[config.mk]
export PLATFORM = sky130hd
export DESIGN_NAME = fb_fetch_ctrl
export DESIGN_NICKNAME = d
export VERILOG_FILES = /design/src/rtl/fb_fetch_pkg.sv /design/src/rtl/fb_fetch_fifo.sv /design/src/rtl/fb_fetch_engine.sv /design/src/rtl/fb_fetch_regs.sv /design/src/rtl/fb_fetch_ctrl.sv
export SDC_FILE = /design/constraint.sdc
export NUM_CORES = 1
export LEC_CHECK = 0
export BUFFER_PORTS_ARGS = -buffer_cell sky130_fd_sc_hd__clkbuf_2
export CORE_MARGIN = 1
export CORE_UTILIZATION = 35
export CTS_CLUSTER_SIZE = 30
export DETAILED_ROUTE_END_ITERATION = 8
export MAX_ROUTING_LAYER = met4
export PLACE_DENSITY = 0.47
export SLEW_MARGIN = 20
export SYNTH_ARGS = -nofsm -noshare
export SYNTH_HDL_FRONTEND = slang
export SYNTH_SLANG_ARGS = --single-unit
[constraint.sdc]
create_clock -name clk -period 4.2 [get_ports clk]
set_input_delay 0.63 -clock clk [delete_from_list [all_inputs] [get_ports clk]]
set_output_delay 0.63 -clock clk [all_outputs]
set_load 0.1 [all_outputs]
[src/rtl/fb_fetch_pkg.sv]
package fb_fetch_pkg;

  localparam int ADDR_W = 32;
  localparam int DATA_W = 32;
  localparam int NUM_FLAGS = 2;
  localparam int FLAG_TAKEN = 0;
  localparam int FLAG_EMPTY_POP = 1;

  typedef enum logic [1:0] {
    RA_CTRL  = 2'd0,
    RA_BASE  = 2'd1,
    RA_PTR   = 2'd2,
    RA_FLAGS = 2'd3
  } reg_addr_e;

  // Clear the byte-lane bits so the address names a whole word.
  function automatic logic [ADDR_W-1:0] align_word(input logic [ADDR_W-1:0] a);
    return {a[ADDR_W-1:2], 2'b00};
  endfunction

  // Byte address of the following 32-bit word.
  function automatic logic [ADDR_W-1:0] step_word(input logic [ADDR_W-1:0] a);
    return a + ADDR_W'(4);
  endfunction

  // Free-slot threshold picked by the control bit.
  function automatic int unsigned refill_mark(input logic hi_sel,
                                              input int unsigned lo,
                                              input int unsigned hi);
    return hi_sel ? hi : lo;
  endfunction

endpackage

[src/rtl/fb_fetch_fifo.sv]
module fb_fetch_fifo #(
  parameter int DW    = 32,
  parameter int DEPTH = 16,
  localparam int PW   = $clog2(DEPTH),
  localparam int CW   = PW + 1
) (
  input  logic          clk,
  input  logic          rst_n,
  input  logic          flush,
  input  logic          push,
  input  logic [DW-1:0] push_data,
  input  logic          pop,
  output logic [DW-1:0] head,
  output logic          empty,
  output logic [CW-1:0] count,
  output logic          underflow
);
  // DEPTH is a power of two, so the pointers wrap on their own.
  logic [DW-1:0] store [DEPTH];
  logic [PW-1:0] wr_ptr, rd_ptr;
  logic          push_ok, pop_ok;

  assign empty     = (count == '0);
  assign push_ok   = push && !flush;
  assign pop_ok    = pop && !empty && !flush;
  assign underflow = pop && empty;
  assign head      = empty ? '0 : store[rd_ptr];

  always_ff @(posedge clk) begin
    if (push_ok) store[wr_ptr] <= push_data;
  end

  always_ff @(posedge clk or negedge rst_n) begin
    if (!rst_n) begin
      wr_ptr <= '0;
      rd_ptr <= '0;
      count  <= '0;
    end else if (flush) begin
      wr_ptr <= '0;
      rd_ptr <= '0;
      count  <= '0;
    end else begin
      if (push_ok) wr_ptr <= wr_ptr + PW'(1);
      if (pop_ok)  rd_ptr <= rd_ptr + PW'(1);
      unique case ({push_ok, pop_ok})
        2'b10:   count <= count + CW'(1);
        2'b01:   count <= count - CW'(1);
        default: count <= count;
      endcase
    end
  end
endmodule

[src/rtl/fb_fetch_engine.sv]
module fb_fetch_engine
  import fb_fetch_pkg::*;
#(
  parameter int DEPTH     = 16,
  parameter int LOW_MARK  = 4,
  parameter int HIGH_MARK = 8,
  localparam int CW       = $clog2(DEPTH) + 1
) (
  input  logic              clk,
  input  logic              rst_n,
  input  logic              frame_start,
  input  logic [ADDR_W-1:0] base,
  input  logic              hi_sel,
  input  logic [CW-1:0]     fifo_count,
  input  logic              mem_gnt,
  input  logic              mem_rvalid,
  output logic              mem_req,
  output logic [ADDR_W-1:0] curr,
  output logic              push,
  output logic              grant_ev,
  output logic              outstanding
);
  logic          running, stale, launch;
  logic [CW-1:0] free_cnt, mark;

  assign free_cnt = CW'(DEPTH) - fifo_count;
  assign mark     = CW'(refill_mark(hi_sel, LOW_MARK, HIGH_MARK));
  assign grant_ev = mem_req && mem_gnt;
  assign push     = mem_rvalid && outstanding && !stale && !frame_start;
  assign launch   = running && !mem_req && !outstanding && !frame_start
                    && (free_cnt >= mark);

  always_ff @(posedge clk or negedge rst_n) begin
    if (!rst_n) begin
      mem_req     <= 1'b0;
      outstanding <= 1'b0;
      stale       <= 1'b0;
      running     <= 1'b0;
      curr        <= '0;
    end else if (frame_start) begin
      running <= 1'b1;
      mem_req <= 1'b0;
      curr    <= base;
      // A read granted now, or still owed, belongs to the old frame.
      if (grant_ev || (outstanding && !mem_rvalid)) begin
        outstanding <= 1'b1;
        stale       <= 1'b1;
      end else begin
        outstanding <= 1'b0;
        stale       <= 1'b0;
      end
    end else begin
      if (grant_ev) begin
        mem_req     <= 1'b0;
        outstanding <= 1'b1;
        curr        <= step_word(curr);
      end else if (launch) begin
        mem_req <= 1'b1;
      end
      if (mem_rvalid && outstanding) begin
        outstanding <= 1'b0;
        stale       <= 1'b0;
      end
    end
  end
endmodule

[src/rtl/fb_fetch_regs.sv]
module fb_fetch_regs
  import fb_fetch_pkg::*;
(
  input  logic                 clk,
  input  logic                 rst_n,
  input  logic                 reg_wr,
  input  reg_addr_e            reg_idx,
  input  logic [DATA_W-1:0]    reg_wdata,
  input  logic                 taken_ev,
  input  logic                 empty_pop_ev,
  input  logic [ADDR_W-1:0]    curr,
  output logic [ADDR_W-1:0]    base,
  output logic                 hi_sel,
  output logic [NUM_FLAGS-1:0] flags,
  output logic [DATA_W-1:0]    reg_rdata,
  output logic                 irq
);
  logic [NUM_FLAGS-1:0] enables, set_v, clr_v;

  assign set_v = {empty_pop_ev, taken_ev};
  assign clr_v = (reg_wr && reg_idx == RA_FLAGS) ? reg_wdata[NUM_FLAGS-1:0] : '0;
  assign irq   = |(flags & enables);

  always_ff @(posedge clk or negedge rst_n) begin
    if (!rst_n) begin
      base    <= '0;
      hi_sel  <= 1'b0;
      enables <= '0;
      flags   <= '0;
    end else begin
      if (reg_wr && reg_idx == RA_BASE) base <= align_word(reg_wdata);
      if (reg_wr && reg_idx == RA_CTRL) begin
        hi_sel  <= reg_wdata[0];
        enables <= reg_wdata[NUM_FLAGS:1];
      end
      // A new event wins over a simultaneous clear.
      flags <= (flags & ~clr_v) | set_v;
    end
  end

  always_comb begin
    reg_rdata = '0;
    unique case (reg_idx)
      RA_CTRL:  reg_rdata = {{(DATA_W-NUM_FLAGS-1){1'b0}}, enables, hi_sel};
      RA_BASE:  reg_rdata = base;
      RA_PTR:   reg_rdata = curr;
      RA_FLAGS: reg_rdata = {{(DATA_W-NUM_FLAGS){1'b0}}, flags};
      default:  reg_rdata = '0;
    endcase
  end
endmodule

[src/rtl/fb_fetch_ctrl.sv]
module fb_fetch_ctrl
  import fb_fetch_pkg::*;
#(
  parameter int DEPTH     = 16,
  parameter int LOW_MARK  = 4,
  parameter int HIGH_MARK = 8,
  localparam int CW       = $clog2(DEPTH) + 1
) (
  input  logic              clk,
  input  logic              rst_n,
  input  logic              reg_wr,
  input  logic [1:0]        reg_addr,
  input  logic [DATA_W-1:0] reg_wdata,
  output logic [DATA_W-1:0] reg_rdata,
  input  logic              frame_start,
  output logic              mem_req,
  output logic [ADDR_W-1:0] mem_addr,
  input  logic              mem_gnt,
  input  logic              mem_rvalid,
  input  logic [DATA_W-1:0] mem_rdata,
  input  logic              pix_pop,
  output logic              pix_valid,
  output logic [DATA_W-1:0] pix_data,
  output logic              irq
);
  // Named internal events, also observed by the bound checker.
  logic [ADDR_W-1:0]    base_addr, curr_addr;
  logic [CW-1:0]        fifo_count;
  logic [NUM_FLAGS-1:0] flags;
  logic                 hi_sel, push_ev, grant_ev, outstanding;
  logic                 empty_pop_ev, fifo_empty;

  assign mem_addr  = curr_addr;
  assign pix_valid = !fifo_empty;

  fb_fetch_regs u_regs (
    .clk          (clk),
    .rst_n        (rst_n),
    .reg_wr       (reg_wr),
    .reg_idx      (reg_addr_e'(reg_addr)),
    .reg_wdata    (reg_wdata),
    .taken_ev     (frame_start),
    .empty_pop_ev (empty_pop_ev),
    .curr         (curr_addr),
    .base         (base_addr),
    .hi_sel       (hi_sel),
    .flags        (flags),
    .reg_rdata    (reg_rdata),
    .irq          (irq)
  );

  fb_fetch_engine #(
    .DEPTH(DEPTH), .LOW_MARK(LOW_MARK), .HIGH_MARK(HIGH_MARK)
  ) u_engine (
    .clk         (clk),
    .rst_n       (rst_n),
    .frame_start (frame_start),
    .base        (base_addr),
    .hi_sel      (hi_sel),
    .fifo_count  (fifo_count),
    .mem_gnt     (mem_gnt),
    .mem_rvalid  (mem_rvalid),
    .mem_req     (mem_req),
    .curr        (curr_addr),
    .push        (push_ev),
    .grant_ev    (grant_ev),
    .outstanding (outstanding)
  );

  fb_fetch_fifo #(.DW(DATA_W), .DEPTH(DEPTH)) u_fifo (
    .clk       (clk),
    .rst_n     (rst_n),
    .flush     (frame_start),
    .push      (push_ev),
    .push_data (mem_rdata),
    .pop       (pix_pop),
    .head      (pix_data),
    .empty     (fifo_empty),
    .count     (fifo_count),
    .underflow (empty_pop_ev)
  );
endmodule

# [Yosys cells after proc, flatten, opt, wreduce, memory -nomap -nowiden]
# Memory sizes are Yosys's and may differ from the RTL's.
# Cells that the tools add are included.
# Widths: inputs -> output; s select.
[word_totals] ff_bits=84 latchBits=0 word_cells=85 out_inout_bits=99 ram_bits=512 inputBits=73 romBits=0 n_memories=1
[classes] multipliers=0 muxes=23 n_lt_le_gt_ge=1 n_eq_ne=5 n_reduce_logical=33 bitwise=4 div_mod_pow=0 addsub=6 n_shift=0
[mem_list] name="u_fifo.store" words=16 word_bits=32 rd=1 rd_ports_with_merged_regs=0 wr=1 line_no="fb_fetch_fifo.sv:19" rtl="logic [DW-1:0] store [DEPTH];"
[ops] cell="$pmux 32 s4" count=1
[ops] cell="$mux 32" count=3
[ops] cell="$add 32x3->32 const B" count=1
[ops] cell="$mux 4" count=5
[ops] cell="$logic_and 1x1->1" count=16
[ops] cell="$mux 1" count=11
[ops] cell="$pmux 5 s2" count=1
[ops] cell="$reduce_bool 3->1" count=3
[ops] cell="$add 4x1->4 const B" count=2
[ops] cell="$reduce_bool 2->1" count=4
[ops] cell="$eq 2x2->1 const B" count=3
[ops] cell="$logic_not 1->1" count=6
[ops] cell="$add 5x1->5 const B" count=1
[ops] cell="$ge 5x5->1" count=1
[ops] cell="$logic_not 5->1" count=1
[ops] cell="$mux 5" count=1
[ops] cell="$sub 5x1->5 const B" count=1
[ops] cell="$sub 5x5->5 const A" count=1
[ops] cell="$and 2x2->2" count=2
[ops] cell="$eq 2x1->1 const B" count=2
[ops] cell="$logic_not 2->1" count=1
[ops] cell="$mux 2" count=1
[ops] cell="$not 2->2" count=1
[ops] cell="$or 2x2->2" count=1
[ops] cell="other kinds (2)" count=2

# [Logic depth before layout (Yosys ltp)]
[depth] depth_word=8 depth_mapped=11 ltp_nobuf=10

# [Modules after synthesis]
# From an unflattened synthesis, not the netlist that was laid out.
[unflattened] cells_unflattened=1302 hier_area_um2=24452.2
[modules_own_cells] mod="fb_fetch_fifo" seq_area_each_um2=15700.1 cells_per_inst=932 area_per_inst_um2=20443.4 instances=1
[modules_own_cells] mod="fb_fetch_engine" seq_area_each_um2=900.9 cells_per_inst=241 area_per_inst_um2=2149.6 instances=1
[modules_own_cells] mod="fb_fetch_regs" seq_area_each_um2=875.8 cells_per_inst=128 area_per_inst_um2=1855.5 instances=1
[modules_own_cells] mod="fb_fetch_ctrl" seq_area_each_um2=0.0 cells_per_inst=1 area_per_inst_um2=3.8 instances=1

# [Worst setup path before layout]
# OpenSTA, ideal clock, no wires.
[synth_path] path_kind="flip-flop to output port" start="register u_fifo.count[1]" end="output pix_data[30]" n_path_buf=2 path_slack_ns=0.065 required_ns=3.570 arrival_ns=3.505 path_stages_with_launch=8 path_cell_list="dfrtp_1 -> clkbuf_1 -> nor4_1 -> ha_1 -> inv_1 -> nand2_1 -> clkbuf_1 -> o22ai_1"
[synth_between] elab_chain_len=2
[synth_rtl] item="start, declared" line_no="fb_fetch_fifo.sv:15" rtl="output logic [CW-1:0] count,"
[synth_rtl] item="start signal, assigned" line_no="fb_fetch_fifo.sv:46" rtl="2'b10: count <= count + CW'(1);"
[synth_rtl] item="start signal, assigned" line_no="fb_fetch_fifo.sv:47" rtl="2'b01: count <= count - CW'(1);"
[synth_rtl] item="start signal, assigned" line_no="fb_fetch_fifo.sv:48" rtl="default: count <= count;"
[synth_rtl] item="$logic_not 5->1" line_no="fb_fetch_fifo.sv:23" rtl="assign empty = (count == '0);"
[synth_rtl] item="$mux 32" line_no="fb_fetch_fifo.sv:27" rtl="assign head = empty ? '0 : store[rd_ptr];"
[synth_rtl] item="end, declared" line_no="fb_fetch_ctrl.sv:23" rtl="output logic [DATA_W-1:0] pix_data,"
# No other way between the ends.

# [Worst setup path after layout]
[layout_path] start="register u_fifo.count[1]" end="output pix_data[0]"
# The elaborated chain is that of the path after synthesis.

==> impl_results.md <==
* Status: completed
* Worst VDD drop at about 0.36 mV
* Worst R2R Start: u_fifo.count[1]
* Postcts setup bufs at 0
* Vias in the first global route at between 10,000 and 15,000
* Layout cells sized above 1 at 0.320
* Post-route ant nets at 0
* Fin crit share at 0.937
* EDFF count, synth at ~500
* Global-route wire length before repair at 86,700 um
* Buf+Inv Stages, Crit Path at 2
* Switch share at 0.377
* Worst path arrival time at ~3300 ps
* Die area at 69,300 um^2
* Final WL at between 50,000 and 60,000 um
* Min Tclk post-route at ~3900 ps
* Slew Viols, Final at 0
* RSZ-0062 raised after global routing: no
* Crit-path slowest cell: or2_2
* Avg Synthesized Cell Area at between 15 and 20 um^2
* Final total power at 18,400 uW
* Sequential fraction of the synthesis area at 0.730
* Synth unique cells at 50
* Num Clock Sinks at about 600
* Mapped Area at approximately 24,000 um^2
* Primary FF master, synth: edfxtp_1
* Setup_tns at 0 ps
* Worst-Margin Slew at slightly below 1000 ps
* WL per Instance at ~24 um
* Crit. End Element: primary output
* Slew HR at 0.337
* Inst Count DP at around 2,300
* Die span in y at approximately 260 um
* Max Fclk at ~0.25 GHz
* R2R depth at 10
* Global-route usage over all layers at 0.174
* Async set-reset flop share out of synthesis at 0.138
* Worst Hold Class: input port to asynchronous set/reset pin
* First drt pass iteration count at 5
* Worst-Skew Late Latency at approximately 590 ps
* Critical-path cell list: nor4_1, ha_1, or2_2, buf_4, o22ai_1, clkbuf_2
* Internal Power at 11,500 uW
* Clock share of power at 0.301
* Initial antenna violation count at 1
* Port Buf Inserts at 169
* Critical path's top delay family: simple AND/OR/NAND/NOR gates
* Syn Inst Count at around 1,300
* Pwr per Cell Area at about 650 nW/um^2
* Vias at 12,500
* Final setup fails at 0
* Io pins at 172
* Overflow after GRT at 0
* CTS max path bufs at 3
* # hold bufs at CTS at 0
* Placeable Area at around 67,000 um^2
* CTS tree: yes
* CP required at about 3600 ps
* Starting Density at 0.354
* Pleak at roughly 0.0093 uW
* FF+latch count, synth at roughly 600
* Logic pwr share at 0.322
* Post-route DRC at 0
* Critical Setup Path Class: flip-flop to primary output
* Max H-tree Level at 3
* Root buffer cell: clkbuf_16
* Resized cells post-CTS at 0
* Routability cong. at about 0.73
* Crit start category: flip-flop
* Final Non-Filler Cells at around 2,400
* Net Switching at roughly 7000 uW
* Final hold viol count at 0
* Final HPWL DP at roughly 33,000 um
* Initial DRC Count at approximately 720
* Seq pwr share at 0.377
* Vias per Instance at ~5.2
* Post-layout net count at roughly 1,600
* Final hold slack at 88.5 ps
* YS warnings at 0
* Max Cap Violations at 0
* Yosys top cell area share at 0.644
* TritonCTS Buffers at just under 70
* Synth area leaders: edfxtp_1, mux4_2, dfrtp_1
* Area grow syn2layout at 18.3%
* Die Wd at ~260 um
* Reg2reg end: u_fifo.count[4]
* Clock transition at path regs at 50 ps
* Area leader, netlist: edfxtp_1
* CP max FO at 19
* Max incr delay on CP at 680 ps
* Largest net degree at the start of global routing at 54
* Clock Skews at 14.3 ps
* R2r setup slk at 1310 ps
* Site row count at 95
[cells in the final DEF (no fill, tap or decap), types with 9 or more instances in the layout]
cell / n
mux2i_1: 67
nand3_1: 11
mux4_2: 128
a22o_1: 32
dfrtp_1: 79
mux2_2: 33
o22ai_1: 32
o21ai_0: 27
clkbuf_1: 25
or3_1: 9
clkbuf_16: 71
nor2_1: 37
clkinv_1: 12
nor2_4: 12
clkbuf_2: 168
ha_1: 11
buf_12: 17
xor2_1: 12
edfxtp_1: 512
a31oi_1: 17
buf_4: 25
inv_1: 10
nand2_1: 47
nand4_1: 15
[through the flow]
stage | cell area [um^2] | utilization | worst slack [ps]
2_1_floorplan | 23900 | - | 65.4
6_report | 28300 | 0.419 | 265
5_1_grt | 28300 | 0.419 | 45.0
3_3_place_gp | 26200 | 0.388 | 887
4_1_cts | 28200 | 0.419 | 155
3_5_place_dp | 26200 | 0.388 | 818
[flip-flops by register name, indices dropped and copies added, names as in the netlist]
register and flops:
u_engine.stale 1, u_engine.mem_req 1, u_fifo.store 512, u_regs.enables 2, u_engine.curr 30, u_fifo.count 5, u_fifo.rd_ptr 4, u_engine.outstanding 1
u_fifo.wr_ptr 4, u_regs.hi_sel 1, u_engine.running 1, u_regs.base 30, u_regs.flags 2
[worst max path at each step]
stage | end | cells past startpoint | start
CTS | pix_data[0] | 6 | u_fifo.count[1]
detailed placement | pix_data[0] | 6 | u_fifo.count[1]
global route | pix_data[28] | 6 | u_fifo.count[1]
global placement | pix_data[27] | 6 | u_fifo.count[1]
floorplan | pix_data[30] | 7 | u_fifo.count[1]
finish | pix_data[0] | 6 | u_fifo.count[1]
[worst reg2reg max path, cell delays in order, from the launching register on]
cell and delay [ps]:
dfrtp_1 470, nor4_1 400, ha_1 290, nand2b_1 280, nor3_1 130, xor2_1 180
ha_1 240, o31a_1 250, nor4_1 240, o21ai_0 130, nor3b_1 150
[logic make-up (layout without fill, tap and decap cells)]
family	Yosys count	count (layout)	share of synthesized area
flip-flops	594	594	0.730
multiplexers	228	228	0.164
AND/OR/NAND/NOR	191	191	0.0410
AO/OA/AOI/OAI	130	130	0.0375
buffers and inverters	84	341	0.0144
XOR/XNOR	20	20	0.00733
adder cells (fa/ha/maj)	11	11	0.00576
other	1	4	0.000157
[power groups by stage]
| stage | clock [uW] | combinational (uW) | sequential, uW |
|---|---|---|---|
| floorplan | 0 | 4520 | 7280 |
| finish | 5550 | 5940 | 6940 |
| global placement | 0 | 6030 | 7060 |
| global route | 5930 | 6270 | 6980 |
| detailed placement | 0 | 6050 | 7070 |
| CTS | 5720 | 6060 | 6950 |
[Yosys cell counts, types with 2 or more instances]
cell type / count
xnor2_1: 8
nor2b_1: 5
o21ai_0: 27
nor4_1: 5
dfrtp_1: 82
and4_1: 6
and3_1: 4
nand4_1: 15
clkbuf_1: 49
mux2i_1: 67
and2_1: 3
xor2_1: 12
buf_1: 7
or4_1: 8
a22o_1: 32
nor2_1: 49
mux2_2: 33
mux4_2: 128
o22ai_1: 32
or3_1: 9
buf_4: 3
a21oi_1: 5
buf_2: 13
nor3b_1: 2
inv_1: 10
edfxtp_1: 512
o31ai_1: 7
a311o_1: 2
or2_2: 4
o31a_1: 2
nand2_1: 48
a31oi_1: 17
nand3_1: 11
ha_1: 11
nor3_1: 11
nand2b_1: 6
[final cells by class]
| class | instances | area (um^2) |
|---|---|---|
| repair buffers | 210 | 1370 |
| diodes | 2 | 5.00 |
| well taps | 873 | 1090 |
| clock buffers | 98 | 1900 |
| clock inverters | 22 | 173 |
| flip-flops and latches | 594 | 17400 |
| multi-input cells | 582 | 6240 |
| fillers | 6038 | 39100 |
| inverters | 11 | 41.3 |
[routing by layer]
layer / GRT usage / part of all wire / wire length [um] / up-vias
met3: 0.0292 / 0.034 / 1920 / 94
met1: 0.227 / 0.45 / 25600 / 6616
met2: 0.280 / 0.49 / 28200 / 233
met5: - / 0 / 0 / -
li1: - / - / - / 5570
met4: 0.0534 / 0.027 / 1570 / 0
No activity file was read; power rests on OpenSTA's default activity.
